===== src/rtl/wdog_pkg.sv =====
package wdog_pkg;
    localparam int ADDR_W = 5;
    localparam int PRE_W  = 20;

    localparam logic [ADDR_W-1:0] OFS_PRE1 = 5'h00;
    localparam logic [ADDR_W-1:0] OFS_PRE2 = 5'h04;
    localparam logic [ADDR_W-1:0] OFS_KEY  = 5'h0C;
    localparam logic [ADDR_W-1:0] OFS_CFG  = 5'h10;
    localparam logic [ADDR_W-1:0] OFS_MODE = 5'h14;

    localparam logic [15:0] KEY_FIRST  = 16'h0080;
    localparam logic [15:0] KEY_SECOND = 16'h0086;
    localparam logic [15:0] FLAG_WORD  = 16'h1200;

    typedef enum logic [1:0] {
        KEY_SHUT = 2'd0,
        KEY_HALF = 2'd1,
        KEY_OPEN = 2'd2
    } key_e;

    typedef enum logic [1:0] {
        STG_IDLE = 2'd0,
        STG_ONE  = 2'd1,
        STG_TWO  = 2'd2
    } stage_e;
endpackage


===== src/rtl/wdog_unlock.sv =====
module wdog_unlock
    import wdog_pkg::*;
#(
    parameter int DATA_W = 32
) (
    input  logic              clk,
    input  logic              rst_n,
    input  logic              wr_en,
    input  logic [ADDR_W-1:0] wr_addr,
    input  logic [DATA_W-1:0] wr_data,
    output logic              pre1_we,
    output logic              pre2_we,
    output logic              kick,
    output logic              flag_clr
);
    typedef struct packed {
        key_e key;
    } key_s;

    key_s key_d, key_q;
    logic in_window;

    always_comb begin
        key_d     = key_q;
        pre1_we   = 1'b0;
        pre2_we   = 1'b0;
        kick      = 1'b0;
        flag_clr  = 1'b0;
        in_window = (wr_addr < OFS_CFG);
        if (wr_en && in_window) begin
            if (wr_addr == OFS_KEY && wr_data == DATA_W'(KEY_FIRST)) begin
                key_d.key = KEY_HALF;
            end else if (wr_addr == OFS_KEY && wr_data == DATA_W'(KEY_SECOND)
                         && key_q.key == KEY_HALF) begin
                key_d.key = KEY_OPEN;
            end else begin
                if (key_q.key == KEY_OPEN) begin
                    case (wr_addr)
                        OFS_PRE1: pre1_we = 1'b1;
                        OFS_PRE2: pre2_we = 1'b1;
                        OFS_KEY: begin
                            kick     = wr_data[8];
                            flag_clr = wr_data[9] | wr_data[12];
                        end
                        default: ;
                    endcase
                end
                key_d.key = KEY_SHUT;
            end
        end
    end

    always_ff @(posedge clk) begin
        if (!rst_n) key_q <= '{key: KEY_SHUT};
        else        key_q <= key_d;
    end
endmodule


===== src/rtl/wdog_ctrl.sv =====
module wdog_ctrl (
    input  logic clk,
    input  logic rst_n,
    input  logic cfg_we,
    input  logic mode_we,
    input  logic bit0,
    input  logic bit1,
    input  logic bit2,
    input  logic bit5,
    output logic locked,
    output logic enabled,
    output logic free_run,
    output logic reboot_dis,
    output logic fast,
    output logic start
);
    typedef struct packed {
        logic locked;
        logic enabled;
        logic free_run;
        logic reboot_dis;
        logic fast;
    } ctrl_s;

    ctrl_s ctl_d, ctl_q;

    always_comb begin
        ctl_d = ctl_q;
        start = 1'b0;
        if (cfg_we) begin
            ctl_d.reboot_dis = bit5;
            ctl_d.fast       = bit2;
        end
        if (mode_we && !ctl_q.locked) begin
            ctl_d.locked   = bit0;
            ctl_d.enabled  = bit1;
            ctl_d.free_run = bit2;
            start          = bit1 && !ctl_q.enabled;
        end
    end

    always_ff @(posedge clk) begin
        if (!rst_n) ctl_q <= '0;
        else        ctl_q <= ctl_d;
    end

    assign locked     = ctl_q.locked;
    assign enabled    = ctl_q.enabled;
    assign free_run   = ctl_q.free_run;
    assign reboot_dis = ctl_q.reboot_dis;
    assign fast       = ctl_q.fast;
endmodule


===== src/rtl/wdog_rate.sv =====
module wdog_rate #(
    parameter int SLOW_DIV = 1000
) (
    input  logic clk,
    input  logic rst_n,
    input  logic tick,
    input  logic fast,
    input  logic run,
    output logic step
);
    localparam int DIV_W = $clog2(SLOW_DIV + 1);
    localparam logic [DIV_W-1:0] DIV_LAST = DIV_W'(SLOW_DIV - 1);

    typedef struct packed {
        logic [DIV_W-1:0] div;
    } rate_s;

    rate_s rt_d, rt_q;

    always_comb begin
        rt_d = rt_q;
        step = 1'b0;
        if (!run || fast) begin
            rt_d.div = '0;
            step     = run && tick;
        end else if (tick) begin
            if (rt_q.div == DIV_LAST) begin
                rt_d.div = '0;
                step     = 1'b1;
            end else begin
                rt_d.div = rt_q.div + 1'b1;
            end
        end
    end

    always_ff @(posedge clk) begin
        if (!rst_n) rt_q <= '0;
        else        rt_q <= rt_d;
    end
endmodule


===== src/rtl/wdog_count.sv =====
module wdog_count
    import wdog_pkg::*;
#(
    parameter int CNT_W = 20
) (
    input  logic             clk,
    input  logic             rst_n,
    input  logic [CNT_W-1:0] pre1,
    input  logic [CNT_W-1:0] pre2,
    input  logic             start,
    input  logic             enabled,
    input  logic             kick,
    input  logic             step,
    input  logic             reboot_ok,
    input  logic             flag_clr,
    output logic             irq,
    output logic             rst_req,
    output logic             flag
);
    typedef struct packed {
        stage_e           stage;
        logic [CNT_W-1:0] cnt;
        logic             irq;
        logic             rst;
        logic             flag;
    } cnt_s;

    cnt_s c_d, c_q;

    always_comb begin
        c_d     = c_q;
        c_d.irq = 1'b0;
        c_d.rst = 1'b0;
        if (flag_clr) c_d.flag = 1'b0;
        if (start) begin
            c_d.stage = STG_ONE;
            c_d.cnt   = pre1;
        end else if (!enabled) begin
            c_d.stage = STG_IDLE;
        end else if (kick) begin
            c_d.stage = STG_ONE;
            c_d.cnt   = pre1;
        end else if (step && c_q.stage != STG_IDLE) begin
            if (c_q.cnt != '0) begin
                c_d.cnt = c_q.cnt - 1'b1;
            end else if (c_q.stage == STG_ONE) begin
                c_d.irq   = 1'b1;
                c_d.stage = STG_TWO;
                c_d.cnt   = pre2;
            end else begin
                c_d.flag  = 1'b1;
                c_d.rst   = reboot_ok;
                c_d.stage = STG_ONE;
                c_d.cnt   = pre1;
            end
        end
    end

    always_ff @(posedge clk) begin
        if (!rst_n) c_q <= '{stage: STG_IDLE, cnt: '0, irq: 1'b0, rst: 1'b0, flag: 1'b0};
        else        c_q <= c_d;
    end

    assign irq     = c_q.irq;
    assign rst_req = c_q.rst;
    assign flag    = c_q.flag;
endmodule


===== src/rtl/wdog_top.sv =====
module wdog_top
    import wdog_pkg::*;
#(
    parameter int DATA_W   = 32,
    parameter int CNT_W    = PRE_W,
    parameter int SLOW_DIV = 1000
) (
    input  logic              clk,
    input  logic              rst_n,
    input  logic              tick_i,
    input  logic              wr_en_i,
    input  logic [ADDR_W-1:0] wr_addr_i,
    input  logic [DATA_W-1:0] wr_data_i,
    input  logic [ADDR_W-1:0] rd_addr_i,
    output logic [DATA_W-1:0] rd_data_o,
    output logic              irq_o,
    output logic              rst_req_o
);
    typedef struct packed {
        logic [CNT_W-1:0] p1;
        logic [CNT_W-1:0] p2;
    } pre_s;

    pre_s pre_d, pre_q;

    logic pre1_we, pre2_we, kick, flag_clr;
    logic locked, enabled, free_run, reboot_dis, fast, start;
    logic step, flag;
    logic cfg_we, mode_we;

    assign cfg_we  = wr_en_i && (wr_addr_i == OFS_CFG);
    assign mode_we = wr_en_i && (wr_addr_i == OFS_MODE);

    wdog_unlock #(.DATA_W(DATA_W)) u_unlock (
        .clk(clk), .rst_n(rst_n), .wr_en(wr_en_i), .wr_addr(wr_addr_i),
        .wr_data(wr_data_i), .pre1_we(pre1_we), .pre2_we(pre2_we),
        .kick(kick), .flag_clr(flag_clr)
    );

    wdog_ctrl u_ctrl (
        .clk(clk), .rst_n(rst_n), .cfg_we(cfg_we), .mode_we(mode_we),
        .bit0(wr_data_i[0]), .bit1(wr_data_i[1]), .bit2(wr_data_i[2]),
        .bit5(wr_data_i[5]), .locked(locked), .enabled(enabled),
        .free_run(free_run), .reboot_dis(reboot_dis), .fast(fast), .start(start)
    );

    wdog_rate #(.SLOW_DIV(SLOW_DIV)) u_rate (
        .clk(clk), .rst_n(rst_n), .tick(tick_i), .fast(fast),
        .run(enabled), .step(step)
    );

    wdog_count #(.CNT_W(CNT_W)) u_count (
        .clk(clk), .rst_n(rst_n), .pre1(pre_q.p1), .pre2(pre_q.p2),
        .start(start), .enabled(enabled), .kick(kick), .step(step),
        .reboot_ok(!reboot_dis && !free_run), .flag_clr(flag_clr),
        .irq(irq_o), .rst_req(rst_req_o), .flag(flag)
    );

    always_comb begin
        pre_d = pre_q;
        if (pre1_we) pre_d.p1 = wr_data_i[CNT_W-1:0];
        if (pre2_we) pre_d.p2 = wr_data_i[CNT_W-1:0];
    end

    always_ff @(posedge clk) begin
        if (!rst_n) pre_q <= '1;
        else        pre_q <= pre_d;
    end

    always_comb begin
        rd_data_o = '0;
        case (rd_addr_i)
            OFS_KEY:  rd_data_o = flag ? DATA_W'(FLAG_WORD) : '0;
            OFS_CFG:  rd_data_o = DATA_W'({reboot_dis, 2'b00, fast, 2'b00});
            OFS_MODE: rd_data_o = DATA_W'({free_run, enabled, locked});
            default:  rd_data_o = '0;
        endcase
    end
endmodule


===== config.mk =====
export PLATFORM = sky130hd
export DESIGN_NAME = wdog_top
export DESIGN_NICKNAME = d
export VERILOG_FILES = /design/src/rtl/wdog_pkg.sv /design/src/rtl/wdog_unlock.sv /design/src/rtl/wdog_ctrl.sv /design/src/rtl/wdog_rate.sv /design/src/rtl/wdog_count.sv /design/src/rtl/wdog_top.sv
export SDC_FILE = /design/constraint.sdc
export NUM_CORES = 1
export LEC_CHECK = 0
export ABC_AREA = 1
export BUFFER_PORTS_ARGS = -buffer_cell sky130_fd_sc_hd__buf_2
export CORE_ASPECT_RATIO = 0.8
export CORE_MARGIN = 4
export CORE_UTILIZATION = 59
export CTS_BUF_LIST = sky130_fd_sc_hd__clkbuf_4 sky130_fd_sc_hd__clkbuf_8
export CTS_CLUSTER_DIAMETER = 50
export DETAILED_ROUTE_END_ITERATION = 7
export PLACE_DENSITY_LB_ADDON = 0.25
export SLEW_MARGIN = 40
export SYNTH_ARGS = -nofsm -noshare
export SYNTH_HDL_FRONTEND = slang
export SYNTH_SLANG_ARGS = --single-unit

===== constraint.sdc =====
create_clock -name clk -period 1.9 [get_ports clk]
set_clock_uncertainty 0.05 [all_clocks]
set_input_delay 0 -clock clk [delete_from_list [all_inputs] [get_ports clk]]
set_output_delay 0 -clock clk [all_outputs]
set_load 0.03 [all_outputs]

==> results_dict.tcl <==
set metrics [dict create \
    peakVddDrop_uv 445 \
    cts_tree "done" \
    multi_input_area_um2 2940 \
    fin_crit_sh_pct 94.7 \
    synth-edff-count 0 \
    total_power_mw 3.68 \
    hold_viol_final 0 \
    overflow 0 \
    slew_violations 0 \
    n_antenna_cell 0 \
    r2r_cells 10 \
    synthMuxAreaShare_pct 0 \
    cp_max_fo 20 \
    routed_wl_mm 14.6 \
    hp-class "in2reg" \
    syn_area_um2 5210 \
    htreeDepth 3 \
    ys_types 41 \
    syn2layout_area_growth_pct 16.8 \
    drive_above_1_share_pct 17.2 \
    drcViolationCount 0 \
    p_per_area_nw_per_um2 605 \
    clkSinkCount 82 \
    gp_congestion 0.914 \
    layout_setup_ws_ns 0.101 \
    grt_pass1_wl_mm 24.1 \
    clock_latency_ns 0.37 \
    io_buffers 53 \
    end_kind "register" \
    synth-adder-area-share_pct 0.480 \
    status "finished, final reports clean" \
    pre_cts_slack_ns -0.0501 \
    drt_iter0_markers 576 \
    crit_chain "ha_1 -> nand2_1 -> nor2_4 -> nand3_2 -> a21oi_4 -> buf_12 -> o211ai_1 -> nand2_1 -> nand2_1 -> a21oi_1" \
    rows 30 \
    fillers 690 \
    critPathArrivalTime_ns 2.04 \
    cp-start-kind "register" \
    async_flop_share_pct 0 \
    finalCriticalPeriod_ns 1.80 \
    grtUsageTotal_pct 28.5 \
    required_ns 2.14 \
    drv.max_cap_violation_count 0 \
    cp_slowest_stage_delay_ns 0.35 \
    leakage_nw 3.34 \
    slowest_stage "dfxtp_1" \
    regToRegSetupSlack_ns 0.10 \
    start_util_pct 60.9 \
    die-height_um 92.1 \
    holdPathStages 4 \
    path_delay_family "compound AO/OA/AOI/OAI gates" \
    synth_compound_area_share_pct 16.3 \
    nets 930 \
    grt_max_degree 41 \
    synthCells 801 \
    finalSetupViolCount 0 \
    synth_top_family_by_area "simple AND/OR/NAND/NOR gates" \
    worstHoldStart "wr_addr_i[2]" \
    drt_pass1_iterations 6 \
    yosys_warnings 0 \
    fin_area_um2 6090 \
    synth_seq_area_share_pct 31.5 \
    core_um2 8560 \
    synthFlopType "dfxtp_1" \
    clock-root-buffer "clkbuf_8" \
    fin_util_pct 71.2 \
    cts.reportedPaths.clkPinSlew_ns 0.08 \
    drtAntennaViolNets 0 \
    crit_buf_inv 1 \
    vias 5517 \
    crit_path_frequent_cell "nand2_1" \
    antenna_found_initial 0 \
    cts_max_path_buffers 2 \
    synth_area_per_cell_um2 6.51 \
    worst-setup-path-type "reg2reg" \
    synth_simple_gate_area_share_pct 35.1 \
    via_per_inst 5.52 \
    fp.dieArea_um2 10400 \
    reg2reg_from "u_rate.rt_q[1]$_SDFFE_PP0P_" \
    reg2reg_to "u_count.c_q[3]$_SDFFE_PN0P_" \
    top_level_ports 80 \
    grt_pass1_vias 4976 \
    die_w_um 113 \
    placed_area_um2 5480 \
    hold_end "u_ctrl.fast$_SDFFE_PN0P_" \
    synth_xor_area_share_pct 1.51 \
    cts_made_buffers 9 \
    timing.fmax_mhz 556 \
    wire_per_inst_um 14.6 \
    hpwl_mm 9.91 \
    seqCellArea_um2 1640 \
    ys_ff_latch 82 \
    hold_ws_ns 0.0367 \
]
==> state kept, by name, summed over array words and instances (netlist names) <==
name	flops
u_unlock.key_q	2
u_ctrl.reboot_dis	1
u_count.c_q	22
u_ctrl.free_run	1
u_ctrl.locked	1
u_count.flag	1
u_count.irq	1
u_count.rst_req	1
u_ctrl.fast	1
pre_q	40
u_rate.rt_q	10
u_ctrl.enabled	1
==> synthesized netlist by cell type, types with 3 or more instances <==
| master | instances | share of area, % |
|---|---|---|
| clkbuf_1 | 17 | 1.2 |
| nor2_2 | 10 | 1.2 |
| nand3_1 | 40 | 3.8 |
| nand2_2 | 8 | 0.96 |
| nor3_1 | 5 | 0.48 |
| nor2_4 | 3 | 0.65 |
| inv_2 | 10 | 0.72 |
| o211ai_1 | 41 | 5.9 |
| nand4_1 | 19 | 2.3 |
| buf_6 | 7 | 1.5 |
| buf_2 | 9 | 0.86 |
| o21ai_0 | 31 | 3.0 |
| nand3_2 | 3 | 0.58 |
| a21oi_1 | 60 | 5.8 |
| nor2_1 | 89 | 6.4 |
| xor2_1 | 9 | 1.5 |
| o21ai_1 | 4 | 0.38 |
| inv_1 | 89 | 6.4 |
| dfxtp_1 | 82 | 31 |
| nand2_1 | 211 | 15 |
| buf_4 | 28 | 4.0 |
==> worst max-delay path by stage <==
| stage | start | to | slack, ns | depth (start not counted) |
|---|---|---|---|---|
| after detailed placement | u_count.c_q[4]$_SDFFE_PN0P_ | u_count.flag$_SDFF_PN0_ | -0.05 | 11 |
| after floorplan | u_count.c_q[3]$_SDFFE_PN0P_ | u_count.c_q[18]$_SDFFE_PN0P_ | 0.17 | 12 |
| after global placement | u_rate.rt_q[0]$_SDFFE_PP0P_ | u_count.c_q[18]$_SDFFE_PN0P_ | -0.08 | 9 |
| after CTS | u_count.c_q[4]$_SDFFE_PN0P_ | u_count.flag$_SDFF_PN0_ | 0.006 | 11 |
| after global routing | u_rate.rt_q[1]$_SDFFE_PP0P_ | u_count.rst_req$_SDFF_PP0_ | -0.03 | 10 |
| final | u_rate.rt_q[1]$_SDFFE_PP0P_ | u_count.c_q[3]$_SDFFE_PN0P_ | 0.10 | 10 |
==> repair_timing <==
item                       in CTS  in global routing
pin swaps                       3                  8
hold endpoints to repair       49                  0
setup endpoints to repair       9                 25
hold buffers                   26                  0
resized for setup               3                 12
setup buffers                   1                  6
gates cloned                    0                  1
==> cell type report <==
class / count / share of cell area [%]
Inverter: 99 / 6.10
Sequential cell: 82 / 27.0
Clock inverter: 3 / 0.781
Multi-Input combinational cell: 584 / 48.2
Timing Repair Buffer: 106 / 13.0
Tap cell: 112 / 2.30
Clock buffer: 13 / 2.63
==> power by group <==
group	total [mW]	internal, mW	switching, mW
Sequential	1.73	1.73	0.00889
Clock	1.35	0.696	0.657
Combinational	0.595	0.212	0.383
==> cells in the final DEF, fill, tap and decap left out, types with 2 or more instances in the layout <==
cell           Yosys  layout
nand2_2            8       8
clkbuf_8           0      10
nand3b_1           2       2
nand2_1          211     211
a21oi_1           60      59
o21ai_0           31      31
nor2_8             2       2
conb_1             1      26
nand4_1           19      19
buf_6              7       2
o211ai_1          41      41
buf_2              9      53
dlygate4sd3_1      0      26
nor3_4             1       2
nor2_2            10      10
nand2_4            2       2
nor2_4             3       4
nand3_2            3       2
buf_4             28      21
inv_2             10      12
or2_2              2       2
nor3_1             5       5
nor2_1            89      89
xor2_1             9       9
dfxtp_1           82      81
nand3_1           40      40
buf_12             0       3
clkbuf_4           0       3
o21ai_1            4       3
inv_1             89      87
==> through the flow <==
step,instances,setup TNS [ns]
finish,999,0
global route,999,-0.0996
CTS,992,0
detailed placement,949,-0.128
global placement,948,-1.07
floorplan,826,0
==> cells by family after synthesis <==
group | count (synthesis)
flops | 82
xor+xnor | 9
compound gates | 142
buf+inv | 161
simple gates | 404
fa+ha+maj | 2
other cells | 1
==> metal layers <==
layer / vias up / track usage (%) / part of all wire (%)
met3: 37 / 8.25 / 11
met1: 2482 / 38.7 / 43
met2: 299 / 43.8 / 44
met5: - / 0 / 0
li1: 2699 / - / -
met4: 0 / 8.51 / 1.9
==> worst min-delay path: cells and delay by family <==
kind	cells	cell delay [ns]
compound gates	1	0.09
buf+inv	1	0.10
simple gates	2	0.21
Power figures use the tool's default switching activity.
